==> src/rtl/xlate_pkg.sv <==
package xlate_pkg;
  localparam int NWIN = 4;
  localparam int WSEL = $clog2(NWIN);
  typedef enum logic {FLD_START = 1'b0, FLD_SIZE = 1'b1} fld_e;
endpackage

==> src/rtl/xlate_cfg_regs.sv <==
module xlate_cfg_regs
  import xlate_pkg::*;
#(
  parameter int AW = 32,
  parameter logic [AW-1:0] PHYS_TOTAL = 32'h0002_0000
) (
  input  logic                      clk,
  input  logic                      rst,
  input  logic                      we,
  input  logic [WSEL:0]             sel,
  input  logic [AW-1:0]             wdata,
  input  logic                      commit,
  output logic [NWIN-1:0][AW-1:0]   act_start,
  output logic [NWIN-1:0][AW-1:0]   act_size,
  output logic [NWIN-1:0][AW-1:0]   act_base
);
  localparam int SW = AW + 2;

  logic [NWIN-1:0][AW-1:0] sh_start;
  logic [NWIN-2:0][AW-1:0] sh_size;
  logic [NWIN-1:0][SW-1:0] prefix;
  logic [AW-1:0]           last_size;
  logic [WSEL-1:0]         win;
  fld_e                    fld;

  assign win = sel[WSEL:1];
  assign fld = fld_e'(sel[0]);

  always_ff @(posedge clk) begin
    if (rst) begin
      sh_start <= '0;
      sh_size  <= '0;
    end else if (we) begin
      for (int i = 0; i < NWIN; i++) begin
        if (win == WSEL'(i)) begin
          if (fld == FLD_START) sh_start[i] <= wdata;
          else if (i < NWIN - 1) sh_size[i] <= wdata;
        end
      end
    end
  end

  always_comb begin
    prefix[0] = '0;
    for (int i = 1; i < NWIN; i++)
      prefix[i] = prefix[i-1] + SW'(sh_size[i-1]);
  end

  assign last_size = (prefix[NWIN-1] >= SW'(PHYS_TOTAL)) ? '0
                   : PHYS_TOTAL - prefix[NWIN-1][AW-1:0];

  always_ff @(posedge clk) begin
    if (rst) begin
      act_start <= '0;
      act_base  <= '0;
      act_size  <= '0;
      act_size[NWIN-1] <= PHYS_TOTAL;
    end else if (commit) begin
      act_start <= sh_start;
      for (int i = 0; i < NWIN; i++) begin
        act_base[i] <= prefix[i][AW-1:0];
        if (i < NWIN - 1) act_size[i] <= sh_size[i];
      end
      act_size[NWIN-1] <= last_size;
    end
  end

  assert_hold_R7: assert property (@(posedge clk) disable iff (rst)
    !commit |=> ($stable(act_start) && $stable(act_size) && $stable(act_base)));

  assert_sat_R5: assert property (@(posedge clk) disable iff (rst)
    act_size[NWIN-1] <= PHYS_TOTAL);
endmodule

==> src/rtl/xlate_window.sv <==
module xlate_window #(
  parameter int AW = 32
) (
  input  logic [AW-1:0] addr,
  input  logic [AW-1:0] start,
  input  logic [AW-1:0] size,
  input  logic [AW-1:0] base,
  output logic          hit,
  output logic [AW-1:0] phys
);
  logic [AW:0] win_end;

  assign win_end = {1'b0, start} + {1'b0, size};
  assign hit     = (addr >= start) && ({1'b0, addr} < win_end);
  assign phys    = addr - start + base;
endmodule

==> src/rtl/xlate_prio_sel.sv <==
module xlate_prio_sel
  import xlate_pkg::*;
#(
  parameter int AW = 32
) (
  input  logic                    clk,
  input  logic                    rst,
  input  logic [NWIN-1:0]         hits,
  input  logic [NWIN-1:0][AW-1:0] phys_in,
  output logic                    hit,
  output logic [AW-1:0]           phys
);
  logic [NWIN-1:0] grant;
  logic            found;

  always_comb begin
    grant = '0;
    found = 1'b0;
    phys  = '0;
    for (int i = 0; i < NWIN; i++) begin
      if (hits[i] && !found) begin
        grant[i] = 1'b1;
        found    = 1'b1;
        phys     = phys_in[i];
      end
    end
  end

  assign hit = |hits;

  assert_single_grant_R1: assert property (@(posedge clk) disable iff (rst)
    $onehot0(grant) && (hit == (grant != '0)));
endmodule

==> src/rtl/addr_window_xlate.sv <==
module addr_window_xlate
  import xlate_pkg::*;
#(
  parameter int AW = 32,
  parameter logic [AW-1:0] PHYS_TOTAL = 32'h0002_0000
) (
  input  logic          clk,
  input  logic          rst,
  input  logic          cfg_we,
  input  logic [WSEL:0] cfg_sel,
  input  logic [AW-1:0] cfg_wdata,
  input  logic          cfg_commit,
  input  logic [AW-1:0] lk_addr,
  input  logic          lk_valid,
  input  logic          err_clr,
  output logic [AW-1:0] lk_phys,
  output logic          lk_hit,
  output logic          err_sticky
);
  logic [NWIN-1:0][AW-1:0] act_start;
  logic [NWIN-1:0][AW-1:0] act_size;
  logic [NWIN-1:0][AW-1:0] act_base;
  logic [NWIN-1:0]         w_hit;
  logic [NWIN-1:0][AW-1:0] w_phys;
  logic                    miss;

  xlate_cfg_regs #(.AW(AW), .PHYS_TOTAL(PHYS_TOTAL)) u_cfg (
    .clk(clk), .rst(rst), .we(cfg_we), .sel(cfg_sel), .wdata(cfg_wdata),
    .commit(cfg_commit), .act_start(act_start), .act_size(act_size),
    .act_base(act_base)
  );

  for (genvar g = 0; g < NWIN; g++) begin : g_win
    xlate_window #(.AW(AW)) u_win (
      .addr(lk_addr), .start(act_start[g]), .size(act_size[g]),
      .base(act_base[g]), .hit(w_hit[g]), .phys(w_phys[g])
    );
  end

  xlate_prio_sel #(.AW(AW)) u_sel (
    .clk(clk), .rst(rst), .hits(w_hit), .phys_in(w_phys),
    .hit(lk_hit), .phys(lk_phys)
  );

  assign miss = lk_valid && !lk_hit;

  always_ff @(posedge clk) begin
    if (rst)          err_sticky <= 1'b0;
    else if (miss)    err_sticky <= 1'b1;
    else if (err_clr) err_sticky <= 1'b0;
  end

  assert_miss_zero_R4: assert property (@(posedge clk) disable iff (rst)
    !lk_hit |-> (lk_phys == '0));

  assert_err_set_R8: assert property (@(posedge clk) disable iff (rst)
    (lk_valid && !lk_hit) |=> err_sticky);

  assert_err_clr_R9: assert property (@(posedge clk) disable iff (rst)
    (err_clr && !(lk_valid && !lk_hit)) |=> !err_sticky);
endmodule

==> config.mk <==
export PLATFORM = sky130hd
export DESIGN_NAME = addr_window_xlate
export DESIGN_NICKNAME = d
export VERILOG_FILES = /design/src/rtl/xlate_pkg.sv /design/src/rtl/xlate_cfg_regs.sv /design/src/rtl/xlate_window.sv /design/src/rtl/xlate_prio_sel.sv /design/src/rtl/addr_window_xlate.sv
export SDC_FILE = /design/constraint.sdc
export NUM_CORES = 2
export LEC_CHECK = 0
export ABC_AREA = 0
export BUFFER_PORTS_ARGS = -buffer_cell sky130_fd_sc_hd__buf_2
export CORE_MARGIN = 1.5
export CORE_UTILIZATION = 45
export CTS_CLUSTER_SIZE = 24
export DETAILED_ROUTE_END_ITERATION = 10
export HOLD_SLACK_MARGIN = 0.08
export PLACE_DENSITY = 0.66
export REMOVE_ABC_BUFFERS = 1
export SYNTH_ARGS = -nofsm -noshare
export SYNTH_HDL_FRONTEND = slang
export SYNTH_SLANG_ARGS = --single-unit
==> constraint.sdc <==
create_clock -name clk -period 8.95 [get_ports clk]
set_input_delay 1.3425 -clock clk [delete_from_list [all_inputs] [get_ports clk]]
set_output_delay 1.3425 -clock clk [all_outputs]
set_load 0.02 [all_outputs]
## After elaboration in Yosys (flattened, before gate mapping)

Cells that the tools add are included.
W data, S select, Z words.

| storage, ports and cells | value |
|---|---|
| flip-flop bits (word level) | 545 |
| input bits | 73 |
| output and inout port bits | 34 |
| logic and storage cells | 77 |

| operators by class | value |
|---|---|
| add/subtract/negate cells | 14 |
| magnitude comparators | 9 |
| equality and inequality tests | 3 |
| multiplexer cells | 10 |
| bitwise gates (word level) | 1 |
| reduce and logical (&&, ||, !) cells | 22 |

Operators by type and width:

| kind | count |
|---|---|
| $add A32 B32 Y33 | 5 |
| $mux W32 | 5 |
| $lt A32 B33 Y1 | 4 |
| $ge A32 B32 Y1 | 4 |
| $sub A32 B32 Y32 | 4 |
| $add A32 B32 Y32 | 3 |
| $add A34 B32 Y34 | 1 |
| $ge A34 B18 Y1 const B | 1 |
| $sub A18 B32 Y32 const A | 1 |
| $reduce_and A3 Y1 | 7 |
| $logic_and A1 B1 Y1 | 8 |
| $mux W1 | 5 |
| $eq A2 B2 Y1 const B | 2 |
| $logic_not A1 Y1 | 4 |
| $reduce_or A4 Y1 | 1 |
| $eq A2 B1 Y1 const B | 1 |
| $logic_not A2 Y1 | 1 |
| $reduce_bool A2 Y1 | 1 |
| $not A1 Y1 | 1 |

## Logic depth before layout (Yosys ltp)

| logic depth | value |
|---|---|
| word-level depth | 13 |
| gate-level depth with buffers | 27 |
| mapped depth without buffers | 25 |

## Cells and area by module

From an unflattened synthesis, not the netlist that was laid out.

| unflattened totals | value |
|---|---|
| cells, all modules | 5966 |
| area, all modules | 47162.7 um2 |

Modules (own cells, without submodules):

| module | times used | cells an instance | area an instance (um2) | seq. area each (um2) |
|---|---|---|---|---|
| xlate_cfg_regs | 1 | 2693 | 23339.9 | 10890.4 |
| xlate_window at g_win[1].u_win ... | 2 | 793 | 5779.3 | 0.0 |
| xlate_window at g_win[3].u_win | 1 | 784 | 5764.3 | 0.0 |
| xlate_window at g_win[0].u_win | 1 | 748 | 5574.1 | 0.0 |
| xlate_prio_sel | 1 | 151 | 884.6 | 0.0 |
| addr_window_xlate | 1 | 4 | 41.3 | 20.0 |

## Least setup slack after synthesis

Ideal clock, no wire load.

| timing path | value |
|---|---|
| kind | flip-flop to output port |
| start | register u_cfg.act_start[34] (netlist bit) |
| end | output lk_phys[12] |
| arrival time | 5.405 ns |
| required time | 7.607 ns |
| setup slack | 2.203 ns |
| stages on the path, launching flop included | 24 |
| path buffers | 3 |
| cells stage by stage | dfxtp_1 ha_1 nor2b_1 o31ai_1 a31oi_1 a221oi_1 o21ai_0 a32oi_1 a21oi_1 nor2_1 o21ai_0 xnor2_1 ha_1 a21o_1 a21oi_1 a21o_1 a221o_1 a211oi_1 a21oi_1 or4b_1 clkbuf_1 clkbuf_1 clkbuf_1 o221ai_1 |

| between the ends | value |
|---|---|
| cells in the longest elaborated chain, start to end | 11 |
| elaborated cells between the ends (all ways) | 16 |
| those cells by class | add/sub (3); order compare (2); mux (5); reduce/logical (6) |

Ends and longest elaborated chain:

| element | RTL line | source |
|---|---|---|
| start, declared | xlate_cfg_regs.sv:13 | `output logic [NWIN-1:0][AW-1:0] act_start,` |
| start signal, assigned | xlate_cfg_regs.sv:59 | `act_start <= sh_start;` |
| $add A32 B32 Y33 | xlate_window.sv:13 | `assign win_end = {1'b0, start} + {1'b0, size};` |
| $lt A32 B33 Y1 | xlate_window.sv:14 | `assign hit = (addr >= start) && ({1'b0, addr} < win_end);` |
| $logic_and A1 B1 Y1 | xlate_window.sv:14 |  |
| $logic_and A1 B1 Y1 | xlate_prio_sel.sv:21 | `if (hits[i] && !found) begin` |
| $mux W1 | xlate_prio_sel.sv:21 |  |
| $logic_not A1 Y1 | xlate_prio_sel.sv:21 |  |
| $logic_and A1 B1 Y1 | xlate_prio_sel.sv:21 |  |
| $mux W1 | xlate_prio_sel.sv:21 |  |
| $logic_not A1 Y1 | xlate_prio_sel.sv:21 |  |
| $logic_and A1 B1 Y1 | xlate_prio_sel.sv:21 |  |
| $mux W32 * | xlate_prio_sel.sv:21 |  |
| end, declared | addr_window_xlate.sv:16 | `output logic [AW-1:0] lk_phys,` |

Every way passes the cells marked *; elsewhere a longest branch is shown, timed or not.

## Worst setup path after layout

| timing path | value |
|---|---|
| start | register u_cfg.act_start[0] (netlist bit) |
| end | output lk_phys[16] |

| between the ends | value |
|---|---|
| cells in the longest elaborated chain, start to end | 13 |
| elaborated cells between the ends (all ways) | 18 |
| those cells by class | add/sub (2); order compare (2); mux (7); reduce/logical (7) |

Ends and longest elaborated chain:

| element | RTL line |
|---|---|
| $add A32 B32 Y33 | xlate_window.sv:13 |
| $lt A32 B33 Y1 | xlate_window.sv:14 |
| $logic_and A1 B1 Y1 | xlate_window.sv:14 |
| $mux W1 | xlate_prio_sel.sv:21 |
| $logic_not A1 Y1 | xlate_prio_sel.sv:21 |
| $logic_and A1 B1 Y1 | xlate_prio_sel.sv:21 |
| $mux W1 | xlate_prio_sel.sv:21 |
| $logic_not A1 Y1 | xlate_prio_sel.sv:21 |
| $logic_and A1 B1 Y1 | xlate_prio_sel.sv:21 |
| $mux W1 | xlate_prio_sel.sv:21 |
| $logic_not A1 Y1 | xlate_prio_sel.sv:21 |
| $logic_and A1 B1 Y1 | xlate_prio_sel.sv:21 |
| $mux W32 * | xlate_prio_sel.sv:21 |

Marked as above.

==> flow_metrics.tcl <==
set metrics [dict create \
    leakagePower_uw 0.0209 \
    clkTransAtPathRegs_ns 0.07 \
    routed_via_density 5.87 \
    cp_slowest_stage_delay_ns 0.50 \
    cts-root-buf "clkbuf_16" \
    cts_made_buffers 61 \
    syn_inst 5345 \
    clock_tree.buffer_depth 3 \
    ys_seq_elements 545 \
    use_met2_pct 44.4 \
    rsz0062_at_grt "no" \
    critPathLaunchType "register" \
    grt_pass1_vias 36500 \
    regToRegStartpoint "u_cfg.sh_size[0]" \
    critical-path-top-delay-family "compound AO/OA/AOI/OAI gates" \
    fin_crit_sh_pct 96.9 \
    hold_path.class "reg -> reg" \
    reg2reg_slack_ns 1.43 \
    hold_start "u_cfg.sh_start[119]" \
    worstSetupPathType "reg -> out" \
    hpwl_um 118000 \
    synth-async-reset-ratio_pct 0 \
    ys_seq_area_share_pct 25.4 \
    drtIter0Drc 3752 \
    start_util_pct 45.3 \
    wl_per_cell_um 22.3 \
    status "completed" \
    track_usage_pct 29.8 \
    dieWidth_um 312 \
    cap_violations 0 \
    cp_data_arrival_time_ns 7.33 \
    peakVddDrop_mv 0.150 \
    synth_area_um2 42900 \
    worstSkewPairLatency_ns 0.68 \
    fin_skew_ns 0.0403 \
    worstPathMaxFanout 15 \
    clock-sinks 545 \
    die_area_um2 97200 \
    r2r-end "u_cfg.act_size[101]" \
    crit_top_cell "o21ai_0" \
    worstMarginPinSlew_ns 1.23 \
    synthFlopType "dfxtp_1" \
    relSlewSlack_pct 17.5 \
    ant_nets 0 \
    synth.distinct_cells 78 \
    hold-path-cell-count 2 \
    grtUsageMet1_pct 43.8 \
    p_per_area_nw_per_um2 142 \
    die_y_um 312 \
    layout-drive-gt1-share_pct 5.73 \
    cts_setup_buffers 0 \
    drt-pass1-iter-count 6 \
    hold_end "u_cfg.sh_start[119]" \
    endpoint_kind "output port" \
    synth.most_common_cell "nand2_1" \
    avgSynthCellArea_um2 8.02 \
    cts_tree "done" \
    portBuffers 106 \
    cp_num_buf_inv 3 \
    grt_pass1_wl_um 222000 \
    hold_viol_final 0 \
    slowest_stage "and2_1" \
    ys_top_cells_by_area "dfxtp_1, ha_1, a21oi_1" \
    grt-ovfl-total 0 \
    tns_ns 0 \
    yosys.area.top_type "dfxtp_1" \
    fmax_ghz 0.115 \
    drc 0 \
    fin_ws_ns 0.274 \
    yosys-top-cells-count "nand2_1, a21oi_1, dfxtp_1, ha_1, inv_1" \
    yosys_warnings 0 \
    syn_to_final_growth_pct 9.29 \
    io_pins 107 \
    design.core.area_um2 94700 \
    fin_crit_ns 8.68 \
    setup_viol 0 \
    placementRows 113 \
    drv_slew 0 \
    worst-r2r-cell-count 25 \
    final_nets 6112 \
    grt-busiest-layer "met2" \
    use_met3_pct 4.63 \
    cts_hold_buf 0 \
    cp.required_ns 7.61 \
    grt_antenna_before_repair 3 \
    wl_um 149000 \
    vias 39400 \
    final_util_pct 49.5 \
    synth-edff-count 0 \
    whs_ns 0.452 \
    place_worst_setup_slack_ns 0.726 \
    h-tree-depth 2 \
    grt_max_degree 116 \
    synth.top_cell.area_share_pct 25.4 \
    gp_congestion 1.00 \
]
[cell families after synthesis]
family	Yosys count	synth area share (%)
mux	282	6.59
simple gates	1539	15.8
flops	545	25.4
fa+ha+maj	641	20.5
xor+xnor	286	5.84
buf+inv	704	6.18
compound gates	1348	19.7
[worst reg2reg max path: stages, from the launching register on]
cell and delay [ns]:
dfxtp_1 0.43, ha_1 0.21, inv_1 0.06, fa_1 0.41
nand2b_1 0.19, a21oi_1 0.23, o21ai_0 0.19, a2bb2oi_1 0.51
a31oi_1 0.31, o21ai_0 0.24, buf_4 0.18, a21o_1 0.12
a21oi_1 0.08, xnor2_1 0.54, ha_1 0.43, a21o_1 0.21
a21o_1 0.17, a21o_1 0.20, a31o_2 0.26, nand2b_1 0.06
nand2_1 0.10, or4b_1 0.54, nor4_1 0.61, and4_1 0.36
nand4b_4 0.44, o21ai_0 0.37
[state kept, by name, summed over array words and instances, names as in the netlist]
signal           cells
u_cfg.sh_size       96
err_sticky           1
u_cfg.act_base      96
u_cfg.sh_start     128
u_cfg.act_size      96
u_cfg.act_start    128
[per-layer routing]
metal / share of wire, % / routed length [um]
met5: 0.0087 / 13
met4: 3.3 / 4990
met3: 9.4 / 14000
met2: 41 / 61900
met1: 46 / 68600
[cell usage in the layout, fill, tap and decap left out, drive strengths merged, types with 11 or more instances in the layout]
cell type	Yosys	final
nand2b	53	53
nor2	467	468
clkbuf	142	89
o2111ai	12	12
a21oi	564	564
inv	537	541
buf	24	155
nand3	66	66
a21o	169	169
nand4	53	53
ha	541	541
nor2b	47	47
o21bai	33	33
a211o	18	18
xor2	124	124
a211oi	54	54
mux2i	280	280
and4	12	12
dfxtp	545	545
o221ai	12	12
xnor2	162	162
or2	15	15
o211ai	38	38
o21a	45	45
o21ai	204	204
o22ai	11	11
a22oi	19	19
nand2	648	648
nor3	51	51
fa	100	100
or3	21	21
a41oi	15	15
o31ai	13	13
a31oi	40	40
and2	28	28
and3	38	38
[final cells by class]
| class | count | area [um2] |
|---|---|---|
| Fill cell | 9310 | 47900 |
| Multi-Input combinational cell | 4097 | 29400 |
| Sequential cell | 545 | 10900 |
| Inverter | 538 | 2020 |
| Clock buffer | 89 | 1760 |
| Tap cell | 1265 | 1580 |
| Timing Repair Buffer | 155 | 943 |
| Clock inverter | 22 | 263 |
| Antenna cell | 1 | 2.50 |
[power by group]
| part | switching (uW) | total, uW | internal (uW) |
|---|---|---|---|
| clock | 1110 | 2590 | 1480 |
| combinational | 1000 | 1570 | 563 |
| sequential | 43.9 | 2520 | 2470 |
| total | 2160 | 6670 | 4520 |
[through the flow]
step,instances,power [uW],instance area (um2)
after global placement,6599,4080,44800
after CTS,6710,6670,46800
after global routing,6712,6920,46900
after floorplan,5179,3510,42300
final,6712,6670,46900
after detailed placement,6599,4090,44800
[what timing repair did]
action,4_1_cts,5_1_grt
cloned,0,1
endpoints found under the setup margin,1,32
pin swaps,0,1
gates resized for setup,1,4
[worst max path at each step]
stage / end / slack [ns] / cells after the start / from
floorplan: lk_phys[20] / 1.45 / 23 / u_cfg.act_start[64]
global placement: lk_phys[8] / 0.81 / 27 / u_cfg.act_start[0]
detailed placement: lk_phys[8] / 0.73 / 27 / u_cfg.act_start[0]
CTS: lk_phys[29] / 0.08 / 25 / u_cfg.act_start[33]
global route: lk_phys[16] / 0.02 / 27 / u_cfg.act_start[0]
finish: lk_phys[16] / 0.27 / 27 / u_cfg.act_start[0]
Note: power is estimated with default switching activity, not from simulation.
